<file path="src/rtl/evb_pkg.sv">
package evb_pkg;
  typedef enum logic [1:0] {
    WK_NONE = 2'd0,
    WK_FULL = 2'd1,
    WK_HI   = 2'd2,
    WK_LO   = 2'd3
  } wr_kind_e;
endpackage

</file>
<file path="src/rtl/evb_slice.sv">
module evb_slice
  import evb_pkg::*;
#(
  parameter int CW = 32
) (
  input  logic          clk_i,
  input  logic          rst_i,
  input  logic          split_i,
  input  logic          cnt_en_i,
  input  logic          evt_hi_i,
  input  logic          evt_lo_i,
  input  wr_kind_e      wr_kind_i,
  input  logic [CW-1:0] wr_data_i,
  input  logic          commit_i,
  output logic [CW-1:0] view_o,
  output logic          ovf_hi_o,
  output logic          ovf_lo_o,
  output logic          pending_o
);
  localparam int HW = CW / 2;

  logic [CW-1:0] live_q, latch_q, live_d;
  logic          pend_q;
  logic          load;

  assign load      = commit_i && pend_q;
  assign view_o    = pend_q ? latch_q : live_q;
  assign pending_o = pend_q;

  always_comb begin
    live_d   = live_q;
    ovf_hi_o = 1'b0;
    ovf_lo_o = 1'b0;
    if (load) begin
      live_d = latch_q;
    end else if (cnt_en_i) begin
      if (split_i) begin
        live_d[CW-1:HW] = live_q[CW-1:HW] + {{(HW-1){1'b0}}, evt_hi_i};
        live_d[HW-1:0]  = live_q[HW-1:0]  + {{(HW-1){1'b0}}, evt_lo_i};
        ovf_hi_o = evt_hi_i && (&live_q[CW-1:HW]);
        ovf_lo_o = evt_lo_i && (&live_q[HW-1:0]);
      end else begin
        live_d   = live_q + {{(CW-1){1'b0}}, evt_hi_i};
        ovf_hi_o = evt_hi_i && (&live_q);
      end
    end
  end

  always_ff @(posedge clk_i) begin
    if (rst_i) begin
      live_q  <= '0;
      latch_q <= '0;
      pend_q  <= 1'b0;
    end else begin
      live_q <= live_d;
      case (wr_kind_i)
        WK_FULL: latch_q <= wr_data_i;
        WK_HI:   latch_q <= {wr_data_i[HW-1:0], view_o[HW-1:0]};
        WK_LO:   latch_q <= {view_o[CW-1:HW], wr_data_i[HW-1:0]};
        default: latch_q <= latch_q;
      endcase
      if (wr_kind_i != WK_NONE) pend_q <= 1'b1;
      else if (load)            pend_q <= 1'b0;
    end
  end

  a_r4_write_sets_pending: assert property (@(posedge clk_i) disable iff (rst_i)
    (wr_kind_i != WK_NONE) |=> pend_q);
  a_r5_commit_clears_pending: assert property (@(posedge clk_i) disable iff (rst_i)
    (commit_i && pend_q && wr_kind_i == WK_NONE) |=> !pend_q);
  a_r10_commit_wins: assert property (@(posedge clk_i) disable iff (rst_i)
    (commit_i && pend_q) |=> (live_q == $past(latch_q)));
  a_r6_hold_when_disabled: assert property (@(posedge clk_i) disable iff (rst_i)
    (!cnt_en_i && !commit_i) |=> $stable(live_q));
  a_r3_hi_write_keeps_lo: assert property (@(posedge clk_i) disable iff (rst_i)
    (wr_kind_i == WK_HI) |=> (latch_q[HW-1:0] == $past(view_o[HW-1:0])));
  a_r3_lo_write_keeps_hi: assert property (@(posedge clk_i) disable iff (rst_i)
    (wr_kind_i == WK_LO) |=> (latch_q[CW-1:HW] == $past(view_o[CW-1:HW])));
endmodule

</file>
<file path="src/rtl/evb_status.sv">
module evb_status #(
  parameter int NL = 8
) (
  input  logic          clk_i,
  input  logic          rst_i,
  input  logic [NL-1:0] set_i,
  input  logic          rd_clr_i,
  input  logic          mask_wr_i,
  input  logic [NL-1:0] mask_i,
  output logic [NL-1:0] status_o,
  output logic          irq_o
);
  logic [NL-1:0] status_q, mask_q;
  logic          irq_q;

  always_ff @(posedge clk_i) begin
    if (rst_i) begin
      status_q <= '0;
      mask_q   <= '0;
      irq_q    <= 1'b0;
    end else begin
      status_q <= (rd_clr_i ? '0 : status_q) | set_i;
      if (mask_wr_i) mask_q <= mask_i;
      irq_q <= |(status_q & mask_q);
    end
  end

  assign status_o = status_q;
  assign irq_o    = irq_q;

  a_r8_read_clears: assert property (@(posedge clk_i) disable iff (rst_i)
    (rd_clr_i && set_i == '0) |=> (status_q == '0));
  a_r8_set_survives_clear: assert property (@(posedge clk_i) disable iff (rst_i)
    (set_i != '0) |=> ((status_q & $past(set_i)) == $past(set_i)));
  a_r9_zero_mask_quiet: assert property (@(posedge clk_i) disable iff (rst_i)
    (mask_q == '0) |=> !irq_q);
  a_r9_no_status_quiet: assert property (@(posedge clk_i) disable iff (rst_i)
    (status_q == '0) |=> !irq_q);
endmodule

</file>
<file path="src/rtl/evb_bank.sv">
module evb_bank
  import evb_pkg::*;
#(
  parameter int NPHYS = 4,
  parameter int CW    = 32,
  parameter int AW    = 4
) (
  input  logic                 clk_i,
  input  logic                 rst_i,
  input  logic                 wr_en_i,
  input  logic                 rd_en_i,
  input  logic [AW-1:0]        addr_i,
  input  logic [CW-1:0]        wdata_i,
  output logic [CW-1:0]        rdata_o,
  input  logic [2*NPHYS-1:0]   evt_i,
  output logic                 irq_o
);
  localparam int NLOG = 2 * NPHYS;
  localparam int HW   = CW / 2;
  localparam int PW   = $clog2(NPHYS);
  localparam logic [AW-1:0] A_CTRL  = AW'(NLOG);
  localparam logic [AW-1:0] A_STAT  = AW'(NLOG + 1);
  localparam logic [AW-1:0] A_NPHYS = AW'(NPHYS);
  localparam logic [AW-1:0] A_NLOG  = AW'(NLOG);

  logic [NPHYS:0]    ctrl_q;
  logic              enable;
  logic [NPHYS-1:0]  split;
  logic              commit;
  logic              is_cnt, is_hi_idx;
  logic [PW-1:0]     sel;
  logic [CW-1:0]     view   [NPHYS];
  logic [NPHYS-1:0]  ovf_hi, ovf_lo, pend;
  logic [NLOG-1:0]   status;
  logic [CW-1:0]     rd_mux, rdata_q;

  assign enable    = ctrl_q[0];
  assign split     = ctrl_q[NPHYS:1];
  assign commit    = wr_en_i && (addr_i == A_CTRL) && wdata_i[0];
  assign is_cnt    = addr_i < A_NLOG;
  assign is_hi_idx = addr_i < A_NPHYS;
  assign sel       = addr_i[PW-1:0];

  always_ff @(posedge clk_i) begin
    if (rst_i)                               ctrl_q <= '0;
    else if (wr_en_i && addr_i == A_CTRL)    ctrl_q <= wdata_i[NPHYS:0];
  end

  for (genvar p = 0; p < NPHYS; p++) begin : g_slice
    wr_kind_e kind;
    always_comb begin
      kind = WK_NONE;
      if (wr_en_i && is_cnt && sel == PW'(p)) begin
        if (split[p]) kind = is_hi_idx ? WK_HI : WK_LO;
        else          kind = is_hi_idx ? WK_FULL : WK_NONE;
      end
    end

    evb_slice #(.CW(CW)) u_slice (
      .clk_i     (clk_i),
      .rst_i     (rst_i),
      .split_i   (split[p]),
      .cnt_en_i  (enable),
      .evt_hi_i  (evt_i[p]),
      .evt_lo_i  (evt_i[p+NPHYS]),
      .wr_kind_i (kind),
      .wr_data_i (wdata_i),
      .commit_i  (commit),
      .view_o    (view[p]),
      .ovf_hi_o  (ovf_hi[p]),
      .ovf_lo_o  (ovf_lo[p]),
      .pending_o (pend[p])
    );

    a_r2_unsplit_high_ignored: assert property (@(posedge clk_i) disable iff (rst_i)
      (wr_en_i && is_cnt && !is_hi_idx && sel == PW'(p) && !split[p] && !commit)
        |=> $stable(pend[p]));
  end

  evb_status #(.NL(NLOG)) u_status (
    .clk_i     (clk_i),
    .rst_i     (rst_i),
    .set_i     ({ovf_lo, ovf_hi}),
    .rd_clr_i  (rd_en_i && addr_i == A_STAT),
    .mask_wr_i (wr_en_i && addr_i == A_STAT),
    .mask_i    (wdata_i[NLOG-1:0]),
    .status_o  (status),
    .irq_o     (irq_o)
  );

  always_comb begin
    rd_mux = '0;
    if (is_cnt) begin
      if (split[sel])
        rd_mux = is_hi_idx ? {{HW{1'b0}}, view[sel][CW-1:HW]}
                           : {{HW{1'b0}}, view[sel][HW-1:0]};
      else if (is_hi_idx)
        rd_mux = view[sel];
    end else if (addr_i == A_CTRL) begin
      rd_mux = {{(CW-NPHYS-1){1'b0}}, ctrl_q};
    end else if (addr_i == A_STAT) begin
      rd_mux = {{(CW-NLOG){1'b0}}, status};
    end
  end

  always_ff @(posedge clk_i) begin
    if (rst_i)        rdata_q <= '0;
    else if (rd_en_i) rdata_q <= rd_mux;
  end
  assign rdata_o = rdata_q;

  a_r11_rdata_holds: assert property (@(posedge clk_i) disable iff (rst_i)
    !rd_en_i |=> $stable(rdata_o));
  a_r1_ctrl_from_reset: assert property (@(posedge clk_i)
    rst_i |=> (ctrl_q == '0));
endmodule

</file>
<file path="config.mk">
export PLATFORM = sky130hd
export DESIGN_NAME = evb_bank
export DESIGN_NICKNAME = d
export VERILOG_FILES = /design/src/rtl/evb_pkg.sv /design/src/rtl/evb_slice.sv /design/src/rtl/evb_status.sv /design/src/rtl/evb_bank.sv
export SDC_FILE = /design/constraint.sdc
export NUM_CORES = 1
export LEC_CHECK = 0
export ABC_AREA = 1
export BUFFER_PORTS_ARGS = -buffer_cell sky130_fd_sc_hd__buf_2
export CORE_MARGIN = 1
export CORE_UTILIZATION = 30
export CTS_BUF_LIST = sky130_fd_sc_hd__clkbuf_8
export DETAILED_ROUTE_END_ITERATION = 10
export HOLD_SLACK_MARGIN = 0.02
export PLACE_DENSITY_LB_ADDON = 0.15
export SLEW_MARGIN = 20
export SYNTH_ARGS = -nofsm -noshare
export SYNTH_HDL_FRONTEND = slang
export SYNTH_HIERARCHICAL = 1
export SYNTH_SLANG_ARGS = --single-unit
</file>
<file path="constraint.sdc">
create_clock -name clk_i -period 2.57 [get_ports clk_i]
set_input_delay 0.257 -clock clk_i [delete_from_list [all_inputs] [get_ports clk_i]]
set_output_delay 0.257 -clock clk_i [all_outputs]
set_load 0.1 [all_outputs]
</file>
==> metrics.md, run 1 <==
| Metric | Value |
|---|---|
| Initial antenna violation count | `1` |
| Yosys cell types | `a little under 50` |
| Final setup TNS | `0 ns` |
| Prevailing post-synth register cell | `dfxtp_1` |
| Hold slack | `0.0907 ns` |
| Post-route total power | `11300 uW` |
| Final WL | `101 mm` |
| Critical Path RT | `roughly 3.2 ns` |
| Worst Setup Path Type | `in2reg` |
| Cells after DPL | `4383` |
| Min cycle time layout | `2.37 ns` |
| Crit. End Element | `flip-flop` |
| Least-Margin Pin Slew | `1.11 ns` |
| Crit path max-delay cell type | `dlygate4sd3_1` |
| Initial DRC Count | `2596` |
| Worst reg2reg startpoint | `g_slice[3].u_slice/pending_o$_SDFFE_PP0P_` |
| WL per Instance | `22.4 um` |
| CTS H-tree depth | `2` |
| Max Clk Rate | `422 MHz` |
| Starting density of the core | `0.305` |
| Most Frequent Cell on Critical Path | `inv_1` |
| I/O pin total | `81` |
| Root Buffer | `clkbuf_8` |
| Critical Path Source Type | `input port` |
| Post-DP HPWL | `75.3 mm` |
| Area of the core | `69200 sq um` |
| Synth area leaders | `dfxtp_1 (30%), nand2_1 (21%), a21oi_1 (7.2%)` |
| CP bufs+invs | `7` |
| Clock skew | `about 0.026 ns` |
| Cts repair resizes | `0` |
| Status | `finished, final reports clean` |
| Number of flops mapped to enable cells by yosys | `0` |
| Number of max-cap violations | `0` |
| Leak | `0.00929 uW` |
| Residual overflow from global routing | `0` |
| Top cells by count, synth | `nand2_1 (1170), dfxtp_1 (314), a21oi_1 (305)` |
| Slew margin rel. | `0.257` |
| Syn nets | `3515` |
| CTS sink cnt | `314` |
| Layout area overhead | `15.0%` |
| Post-Syn Area | `around 21000 sq um` |
| Min-delay src | `wdata_i[7]` |
| Crit path from | `wr_en_i` |
| Final ANT Viol Nets | `0` |
| Worst-path cell chain | `dlygate4sd3_1, buf_2, inv_1, nor2_1, inv_1, nor3_1, buf_4, clkinv_1, nor2_2, buf_12, a221oi_1, a21oi_1` |
| Maximum VDD drop | `339 uV` |
| Top Family by Delay on Critical Path | `buffers and inverters` |
| Fraction of layout cells with a size suffix above 1 | `0.119` |
| Area leader, netlist | `dfxtp_1` |
| Chip Height | `267 um` |
| Post-Layout Inst Area | `approximately 24000 sq um` |
| Number of global-route vias before repair | `22400` |
| CP arrival | `just under 3 ns` |
| Num CTS Buffers | `61` |
| Yosys synthesis warning count | `6` |
| Worst hold path type | `in2reg` |
| Deepest clock path buffer count | `3` |
| I/O Buffers | `80` |
| Die W | `about 270 um` |
| Final routed DRC violation total | `0` |
| Most numerous cell in the Yosys netlist | `nand2_1` |
| Critical Path Fanout Max | `32` |
| Final hold vios | `0` |
| Async SR Flop Fraction | `0` |
| Worst skew pair latency | `0.70 ns` |
| Drt first pass iters | `6` |
| Clk pin slew, worst setup/hold paths | `0.06 ns` |
| Max Slew Vio Count | `0` |
| Final net count | `between 3000 and 4000` |
| Crit share post-route | `0.922` |
| Via/cell ratio | `5.40` |
| Setup violators final | `0` |
| Largest net degree at the start of global routing | `56` |
| CTS tree | `built` |
| Power per Cell Area | `466 nW/um^2` |
| Rows | `96` |
| Total number of vias | `24300` |
| Seq cells post-synth | `314` |
| Placement Cell Area | `between 20000 and 25000 sq um` |
| Slowest stage delay, CP | `0.52 ns` |
| Sequential-to-total area share from yosys stat | `0.297` |
| Syn Inst Count | `between 3000 and 4000` |
| RSZ-0062 raised after global routing | `no` |
| Fin cells | `roughly 4500` |
| GRT Total Usage | `0.278` |
| Die footprint | `slightly above 70000 sq um` |
| First-pass GRT wire length | `149 mm` |
| Post-synth top area share | `0.297` |
| GPL Wtd Cong | `around 1.0` |
| Synthesized area per cell | `6.14 sq um` |
stage by stage:
stage | worst slack, ns | utilization
6_report | 0.200 | 0.351
5_1_grt | 0.0188 | 0.351
4_1_cts | 0.260 | 0.351
3_5_place_dp | 0.163 | 0.331
3_3_place_gp | 0.124 | 0.331
2_1_floorplan | 0.446 | -
routing by layer:
metal / up-vias / track usage / wire (um)
met5: - / 0 / 0
met4: 0 / 0.103 / 3570
met3: 172 / 0.0434 / 7610
met2: 920 / 0.417 / 43100
met1: 11400 / 0.397 / 46600
li1: 11800 / - / -
power breakdown:
group / total [uW] / internal, uW / switching (uW)
Combinational: 855 / 207 / 648
Sequential: 4980 / 4920 / 62.2
Clock: 5470 / 3020 / 2460
Total: 11300 / 8150 / 3170
logic make-up after synthesis:
kind of cell | share of synthesized area
AOI/OAI and AO/OA | 0.226
xor gates and xnor gates | 0.00580
adders and majority gates | 0.0142
buffers and inverters | 0.0911
DFF | 0.297
and+or+nand+nor | 0.365
layout by cell type, fill, tap and decap left out, drive strengths merged:
cell and count:
a211oi 4, a21o 3, a21oi 320, a221oi 71
a22o 4, a22oi 63, a311oi 1, a31oi 44
and2 1, buf 204, bufinv 3, clkbuf 79
clkinv 25, clkinvlp 2, dfxtp 314, diode 1
dlygate4sd3 11, ha 24, inv 257, nand2 1193
nand3 298, nand4 73, nor2 225, nor3 21
nor3b 1, nor4 1, o211ai 7, o21a 3
o21ai 273, o21bai 7, o22ai 1, o311ai 4
o31ai 9, or2 5, xor2 14
sequential cells by signal, indices dropped and copies added (netlist names):
signal                     count
g_slice.u_slice/latch_q      128
u_status/irq_o                 1
ctrl_q                         5
g_slice.u_slice/live_q       128
g_slice.u_slice/pending_o      4
u_status/status_o              8
u_status/mask_q                8
rdata_o                       32
worst paths after layout:
kind	end	slack (ns)	cells past startpoint
setup / recovery	g_slice[0].u_slice/latch_q[23]$_SDFFE_PP0P_	0.20	12
hold reg to reg	rdata_o[13]$_SDFFE_PP0P_	0.46	2
setup reg to reg	rdata_o[13]$_SDFFE_PP0P_	0.20	9
hold / removal	u_status/mask_q[7]$_SDFFE_PP0P_	0.09	3
worst reg2reg max path, stage by stage (launching register included):
cell and delay [ns]:
dfxtp_1 0.56, clkinv_1 0.52, nand2_1 0.26, nand2_1 0.09, nand2_1 0.13, nand4_1 0.18
nand3_1 0.18, nand2_1 0.07, nand2_1 0.16, a21oi_1 0.09
what timing repair did:
item / CTS / global route
hold endpoints to repair: 48 / 0
hold buffers: 11 / 0
buffers inserted: 0 / 0
cell type report:
cell class / instances / area [sq um]
inverter: 264 / 996
multi-input combinational: 2670 / 13000
timing repair buffer: 215 / 1620
clock inverter: 23 / 183
tap: 931 / 1160
sequential: 314 / 6290
fill: 7817 / 44900
antenna: 1 / 2.50
clock buffer: 79 / 1090
Note: power is estimated with default switching activity, not from simulation.
==> run 2, diff against run 1 <==
--- a/config.mk
+++ b/config.mk
@@ -13,6 +13,7 @@
 export DETAILED_ROUTE_END_ITERATION = 10
 export HOLD_SLACK_MARGIN = 0.02
 export PLACE_DENSITY_LB_ADDON = 0.15
+export REMOVE_ABC_BUFFERS = 1
 export SLEW_MARGIN = 20
 export SYNTH_ARGS = -nofsm -noshare
 export SYNTH_HDL_FRONTEND = slang
==> run 2 against run 1 <==
Worst hold slack worse by 0.022 ns. Combinational power down 1%. Critical path depth down 5. Flip-flop and latch count unchanged. Sequential power about the same. Critical path type is now reg2reg. Maximum frequency up 8.0%. Count of clock-buffer cells in the layout down 6. Register-to-register slack better by 0.18 ns. Design area down 1.1%. First-iteration DRC count up 4.1%. Wire length down 3.1%. Die area unchanged.
==> metrics.md, run 2 (synthesized netlist as in run 1, its figures left out) <==
| Metric | Value |
|---|---|
| Critical Path Fanout Max | `25 (was 32)` |
| Final hold vios | `0 (unchanged)` |
| Fraction of layout cells with a size suffix above 1 | `0.117 (was 0.119)` |
| I/O pin total | `81 (unchanged)` |
| Starting density of the core | `0.305 (unchanged)` |
| Number of max-cap violations | `0 (unchanged)` |
| Setup violators final | `0 (unchanged)` |
| Num CTS Buffers | `61 (unchanged)` |
| CTS sink cnt | `314 (unchanged)` |
| Max Clk Rate | `456 MHz (was 422 MHz)` |
| Status | `finished, final reports clean (unchanged)` |
| Layout area overhead | `13.7% (was 15.0%)` |
| Hold depth | `3 (unchanged)` |
| Post-DP HPWL | `72.6 mm (was 75.3 mm)` |
| Maximum VDD drop | `434 uV (was 339 uV)` |
| Final routed DRC violation total | `0 (unchanged)` |
| Worst Setup Path Type | `reg2reg (was in2reg)` |
| Critical Path Source Type | `flip-flop (was input port)` |
| Post-Layout Inst Area | `24000 sq um (was 24300 sq um)` |
| Length in cells of the worst reg-to-reg path | `7 (was 9)` |
| RSZ-0062 raised after global routing | `no (unchanged)` |
| Die W | `267 um (unchanged)` |
| Crit share post-route | `0.854 (was 0.922)` |
| Total number of vias | `24400 (was 24300)` |
| Area of the core | `69200 sq um (unchanged)` |
| Worst setup path end | `g_slice[1].u_slice/latch_q[18]$_SDFFE_PP0P_ (was g_slice[0].u_slice/latch_q[23]$_SDFFE_PP0P_)` |
| Clock skew | `0.0352 ns (was 0.0264 ns)` |
| Hold Buf Count CTS | `5 (was 11)` |
| Cts repair resizes | `0 (unchanged)` |
| Final ANT Viol Nets | `0 (unchanged)` |
| Critical Path RT | `3.18 ns (about the same)` |
| Chip Height | `267 um (unchanged)` |
| WL per Instance | `21.8 um (was 22.4 um)` |
| Commonest non-fill, non-tap cell in the layout | `nand2_1 (unchanged)` |
| Post-layout util | `0.347 (was 0.351)` |
| Rows | `96 (unchanged)` |
| Post-route total power | `11100 uW (was 11300 uW)` |
| Fill cells | `7869 (was 7817)` |
| CP arrival | `2.81 ns (was 2.98 ns)` |
| Slew margin rel. | `0.529 (was 0.257)` |
| GRT Total Usage | `0.269 (was 0.278)` |
| Drt first pass iters | `6 (unchanged)` |
| Placement Cell Area | `22800 sq um (was 22900 sq um)` |
| Clk pin slew, worst setup/hold paths | `0.07 ns (was 0.06 ns)` |
| Final setup TNS | `0 ns (unchanged)` |
| Number of global-route vias before repair | `22400 (about the same)` |
| Most frequent cells in the layout | `nand2_1 (1170), dfxtp_1 (314), a21oi_1 (304) (unchanged)` |
| Deepest clock path buffer count | `3 (unchanged)` |
| Leak | `0.00922 uW (was 0.00929 uW)` |
| R2R Setup Slk | `0.38 ns (was 0.20 ns)` |
| Least-Margin Pin Slew | `0.705 ns (was 1.11 ns)` |
| Max Slew Vio Count | `0 (unchanged)` |
| CTS tree | `built (unchanged)` |
| Initial antenna violation count | `4 (was 1)` |
| Largest net degree at the start of global routing | `54 (was 56)` |
| Final net count | `3585 (was 3598)` |
| I/O Buffers | `80 (unchanged)` |
| Crit path from | `ctrl_q[2]$_SDFFE_PP0P_ (was wr_en_i)` |
| Min cycle time layout | `2.19 ns (was 2.37 ns)` |
| First-pass GRT wire length | `145 mm (was 149 mm)` |
| Final WL | `97.8 mm (was 101 mm)` |
| Reg2reg end | `g_slice[1].u_slice/latch_q[18]$_SDFFE_PP0P_ (was rdata_o[13]$_SDFFE_PP0P_)` |
| Post-CTS Setup Bufs | `0 (unchanged)` |
| Residual overflow from global routing | `0 (unchanged)` |
| Crit. End Element | `flip-flop (unchanged)` |
| Worst reg2reg startpoint | `ctrl_q[2]$_SDFFE_PP0P_ (was g_slice[3].u_slice/pending_o$_SDFFE_PP0P_)` |
| Die footprint | `71500 sq um (unchanged)` |
| Initial DRC Count | `2703 (was 2596)` |
| Worst hold path type | `in2reg (unchanged)` |
| Power per Cell Area | `460 nW/um^2 (was 466 nW/um^2)` |
| Worst skew pair latency | `0.71 ns (was 0.70 ns)` |
| Root Buffer | `clkbuf_8 (unchanged)` |
| GPL Wtd Cong | `1.04 (was 1.02)` |
| Via/cell ratio | `5.43 (was 5.40)` |
| CTS H-tree depth | `2 (unchanged)` |
-- run 2: changes by cell type in the layout (fill, tap and decap cells not counted) --
cell / change
inv_1: +10
buf_12: -8
clkbuf_8: -6
dlygate4sd3_1: -6
clkinv_2: +5
buf_4: +1
bufinv_16: -1
-- run 2: cell type report --
| cell class | instances | area [sq um] | share of cell area |
|---|---|---|---|
| diodes | 1 | 2.50 | 0.000104 |
| repair buffers | 202 | 1410 | 0.0587 |
| well taps | 931 | 1160 | 0.0485 |
| flip-flops and latches | 314 | 6290 | 0.262 |
| inverters | 264 | 996 | 0.0414 |
| multi-input cells | 2670 | 13000 | 0.539 |
| clock inverters | 37 | 215 | 0.00896 |
| clock buffers | 73 | 1000 | 0.0418 |
-- run 2: stage by stage --
step / worst slack [ns] / hold WS, ns / instances
6_report: 0.376 / 0.0690 / 4492
3_3_place_gp: 0.130 / 0.451 / 4376
3_5_place_dp: 0.0575 / 0.451 / 4376
4_1_cts: 0.415 / 0.0209 / 4491
5_1_grt: 0.202 / 0.0598 / 4492
2_1_floorplan: -2.09 / 0.319 / 3248
-- run 2: per-layer routing --
metal	share of wire	global-route usage	routed length, um
met1	0.45	0.375	43900
met2	0.43	0.414	42200
met3	0.089	0.0519	8710
met4	0.030	0.0842	2900
met5	0.00035	0	34
-- run 2: worst min-delay path by stage --
stage,startpoint,end,slack [ns]
detailed placement,rdata_o[4]$_SDFFE_PP0P_,rdata_o[4]$_SDFFE_PP0P_,0.45
floorplan,rst_i,g_slice[1].u_slice/live_q[20]$_SDFFE_PP0P_,0.32
finish,wdata_i[25],g_slice[1].u_slice/latch_q[25]$_SDFFE_PP0P_,0.07
CTS,wdata_i[1],u_status/mask_q[1]$_SDFFE_PP0P_,0.02
global placement,rdata_o[31]$_SDFFE_PP0P_,rdata_o[31]$_SDFFE_PP0P_,0.45
global route,wdata_i[1],u_status/mask_q[1]$_SDFFE_PP0P_,0.06
-- run 2: power by group --
group	internal, uW	total, uW	switching [uW]
clock	2760	5230	2480
combinational	197	843	646
sequential	4920	4980	61.5
total	7870	11100	3180
-- run 2: worst max-delay path, stage by stage (launching register included) --
cell and delay [ns]:
dfxtp_1 0.54, inv_1 0.14, nor3_1 0.30, buf_4 0.24, nor2_2 0.07, inv_1 0.49
o21ai_0 0.20, a21oi_1 0.14
==> run 3, diff against run 2 <==
--- a/config.mk
+++ b/config.mk
@@ -7,6 +7,7 @@
 export LEC_CHECK = 0
 export ABC_AREA = 1
 export BUFFER_PORTS_ARGS = -buffer_cell sky130_fd_sc_hd__buf_2
+export CORE_ASPECT_RATIO = 0.8
 export CORE_MARGIN = 1
 export CORE_UTILIZATION = 30
 export CTS_BUF_LIST = sky130_fd_sc_hd__clkbuf_8
==> run 3 against run 2 <==
Combinational power is 2% higher. Critical path depth rose by 3. Sequential share of layout area barely moved. Count of clock-buffer cells in the layout stayed put. Final cell count about the same. Largest cell class unchanged.
==> metrics.md, run 3 (synthesized netlist as in run 1, its figures left out) <==
| Metric | Value |
|---|---|
| Status | `finished, final reports clean (unchanged)` |
| CTS sink cnt | `314 (unchanged)` |
| Drt first pass iters | `6 (unchanged)` |
| I/O Buffers | `80 (unchanged)` |
| Worst skew pair latency | `0.67 ns (was 0.71 ns)` |
| Num CTS Buffers | `58 (was 61)` |
| Leak | `0.00923 uW (was 0.00922 uW)` |
| WL per Instance | `22.8 um (was 21.8 um)` |
| Post-DP HPWL | `77.8 mm (was 72.6 mm)` |
| Crit share post-route | `0.916 (was 0.854)` |
| Die footprint | `71500 sq um (about the same)` |
| Fill cells | `7823 (was 7869)` |
| Hold Buf Count CTS | `5 (unchanged)` |
| Final WL | `102 mm (was 97.8 mm)` |
| Worst Setup Path Type | `in2reg (was reg2reg)` |
| Largest net degree at the start of global routing | `64 (was 54)` |
| Maximum VDD drop | `354 uV (was 434 uV)` |
| Number of max-cap violations | `0 (unchanged)` |
| Fin cells | `4488 (was 4492)` |
| Initial antenna violation count | `3 (was 4)` |
| Post-CTS Setup Bufs | `0 (unchanged)` |
| CP arrival | `2.95 ns (was 2.81 ns)` |
| Crit. End Element | `flip-flop (unchanged)` |
| CTS tree | `built (unchanged)` |
| Root Buffer | `clkbuf_8 (unchanged)` |
| Sequential standard cell area | `6290 sq um (unchanged)` |
| Antenna cells | `0 (was 1)` |
| Setup violators final | `0 (unchanged)` |
| GRT Total Usage | `0.278 (was 0.269)` |
| Initial DRC Count | `2719 (was 2703)` |
| Final ANT Viol Nets | `0 (unchanged)` |
| GPL Wtd Cong | `0.978 (was 1.04)` |
| CTS H-tree depth | `2 (unchanged)` |
| Least-Margin Pin Slew | `0.800 ns (was 0.705 ns)` |
| Starting density of the core | `0.305 (about the same)` |
| Slew margin rel. | `0.466 (was 0.529)` |
| Layout area overhead | `13.7% (about the same)` |
| Cells after DPL | `4384 (was 4376)` |
| First-pass GRT wire length | `149 mm (was 145 mm)` |
| Critical Path Source Type | `input port (was flip-flop)` |
| Min cycle time layout | `2.36 ns (was 2.19 ns)` |
| Via/cell ratio | `5.45 (was 5.43)` |
| RSZ-0062 raised after global routing | `no (unchanged)` |
| R2R Setup Slk | `0.25 ns (was 0.38 ns)` |
| Cts repair resizes | `0 (unchanged)` |
| Deepest clock path buffer count | `3 (unchanged)` |
| Residual overflow from global routing | `0 (unchanged)` |
| Final routed DRC violation total | `0 (unchanged)` |
| Area of the core | `69300 sq um (was 69200 sq um)` |
| Power per Cell Area | `446 nW/um^2 (was 460 nW/um^2)` |
| Chip Height | `239 um (was 267 um)` |
| Die W | `299 um (was 267 um)` |
| Final setup TNS | `0 ns (unchanged)` |
| Most frequent cells in the layout | `nand2_1 (1170), dfxtp_1 (314), a21oi_1 (304) (unchanged)` |
| Critical Path Fanout Max | `25 (unchanged)` |
| Rows | `86 (was 96)` |
| Fraction of layout cells with a size suffix above 1 | `0.119 (was 0.117)` |
| Worst hold path type | `in2reg (unchanged)` |
| Max Clk Rate | `425 MHz (was 456 MHz)` |
| Post-route total power | `10700 uW (was 11100 uW)` |
| Total number of vias | `24500 (was 24400)` |
| Final net count | `3597 (was 3585)` |
| Clk pin slew, worst setup/hold paths | `0.06 ns (was 0.07 ns)` |
| Commonest non-fill, non-tap cell in the layout | `nand2_1 (unchanged)` |
| Multi-input gate area | `13000 sq um (about the same)` |
| I/O pin total | `81 (unchanged)` |
| Critical Path RT | `3.17 ns (was 3.18 ns)` |
| Number of global-route vias before repair | `22000 (was 22400)` |
| Final hold vios | `0 (unchanged)` |
| Max Slew Vio Count | `0 (unchanged)` |
| Clock skew | `0.0218 ns (was 0.0352 ns)` |
## run 3: changes by cell type in the layout (fill, tap and decap cells not counted), sizes merged
cell and delta:
inv -3, clkinvlp -1, clkinv -5, buf +15
diode -1, bufinv -2
## run 3: critical path, stage by stage
cell and delay [ns]:
dlygate4sd3_1 0.52, buf_2 0.18, inv_1 0.07, nor2_1 0.16, inv_1 0.22, nor3_2 0.57, nor2_2 0.09, inv_1 0.56
o21ai_0 0.19, a21oi_1 0.14
## run 3: final timing paths
path | startpoint | to | depth (start not counted)
worst min-delay path | evt_i[4] | u_status/status_o[4]$_SDFF_PP0_ | 5
worst max register to register | ctrl_q[0]$_SDFFE_PP0P_ | u_status/status_o[1]$_SDFF_PP0_ | 7
worst min register to register | rdata_o[15]$_SDFFE_PP0P_ | rdata_o[15]$_SDFFE_PP0P_ | 2
worst max-delay path | wr_en_i | g_slice[0].u_slice/latch_q[19]$_SDFFE_PP0P_ | 10
## run 3: report_power, final
group / internal, uW / switching (uW) / total, uW / leakage [uW]
logic: 208 / 652 / 860 / 0.00606
registers: 4920 / 59.2 / 4980 / 0.00253
clock network: 2520 / 2370 / 4890 / 0.000647
## run 3: cell type report
cell class	instances	area share
clock buffer	73	0.0418
inverter	264	0.0414
clock inverter	26	0.00463
sequential	314	0.262
multi-input combinational	2670	0.539
timing repair buffer	217	0.0634
tap	924	0.0481
## run 3: routing by layer
layer | GRT usage | vias to the layer above | wire, um
met1 | 0.424 | 11500 | 50100
met4 | 0.0631 | 2 | 2270
li1 | - | 11800 | -
met3 | 0.0658 | 135 | 9780
met2 | 0.385 | 1077 | 40000
met5 | 0 | - | 13
## run 3: through the flow
step | hold slack [ns] | worst slack, ns | utilization | area [sq um]
2_1_floorplan | 0.319 | -2.09 | - | 20200
3_3_place_gp | 0.453 | 0.129 | 0.330 | 22900
3_5_place_dp | 0.453 | 0.135 | 0.330 | 22900
4_1_cts | 0.0225 | 0.291 | 0.347 | 24000
5_1_grt | 0.0488 | 0.0449 | 0.347 | 24000
6_report | 0.0714 | 0.215 | 0.347 | 24000
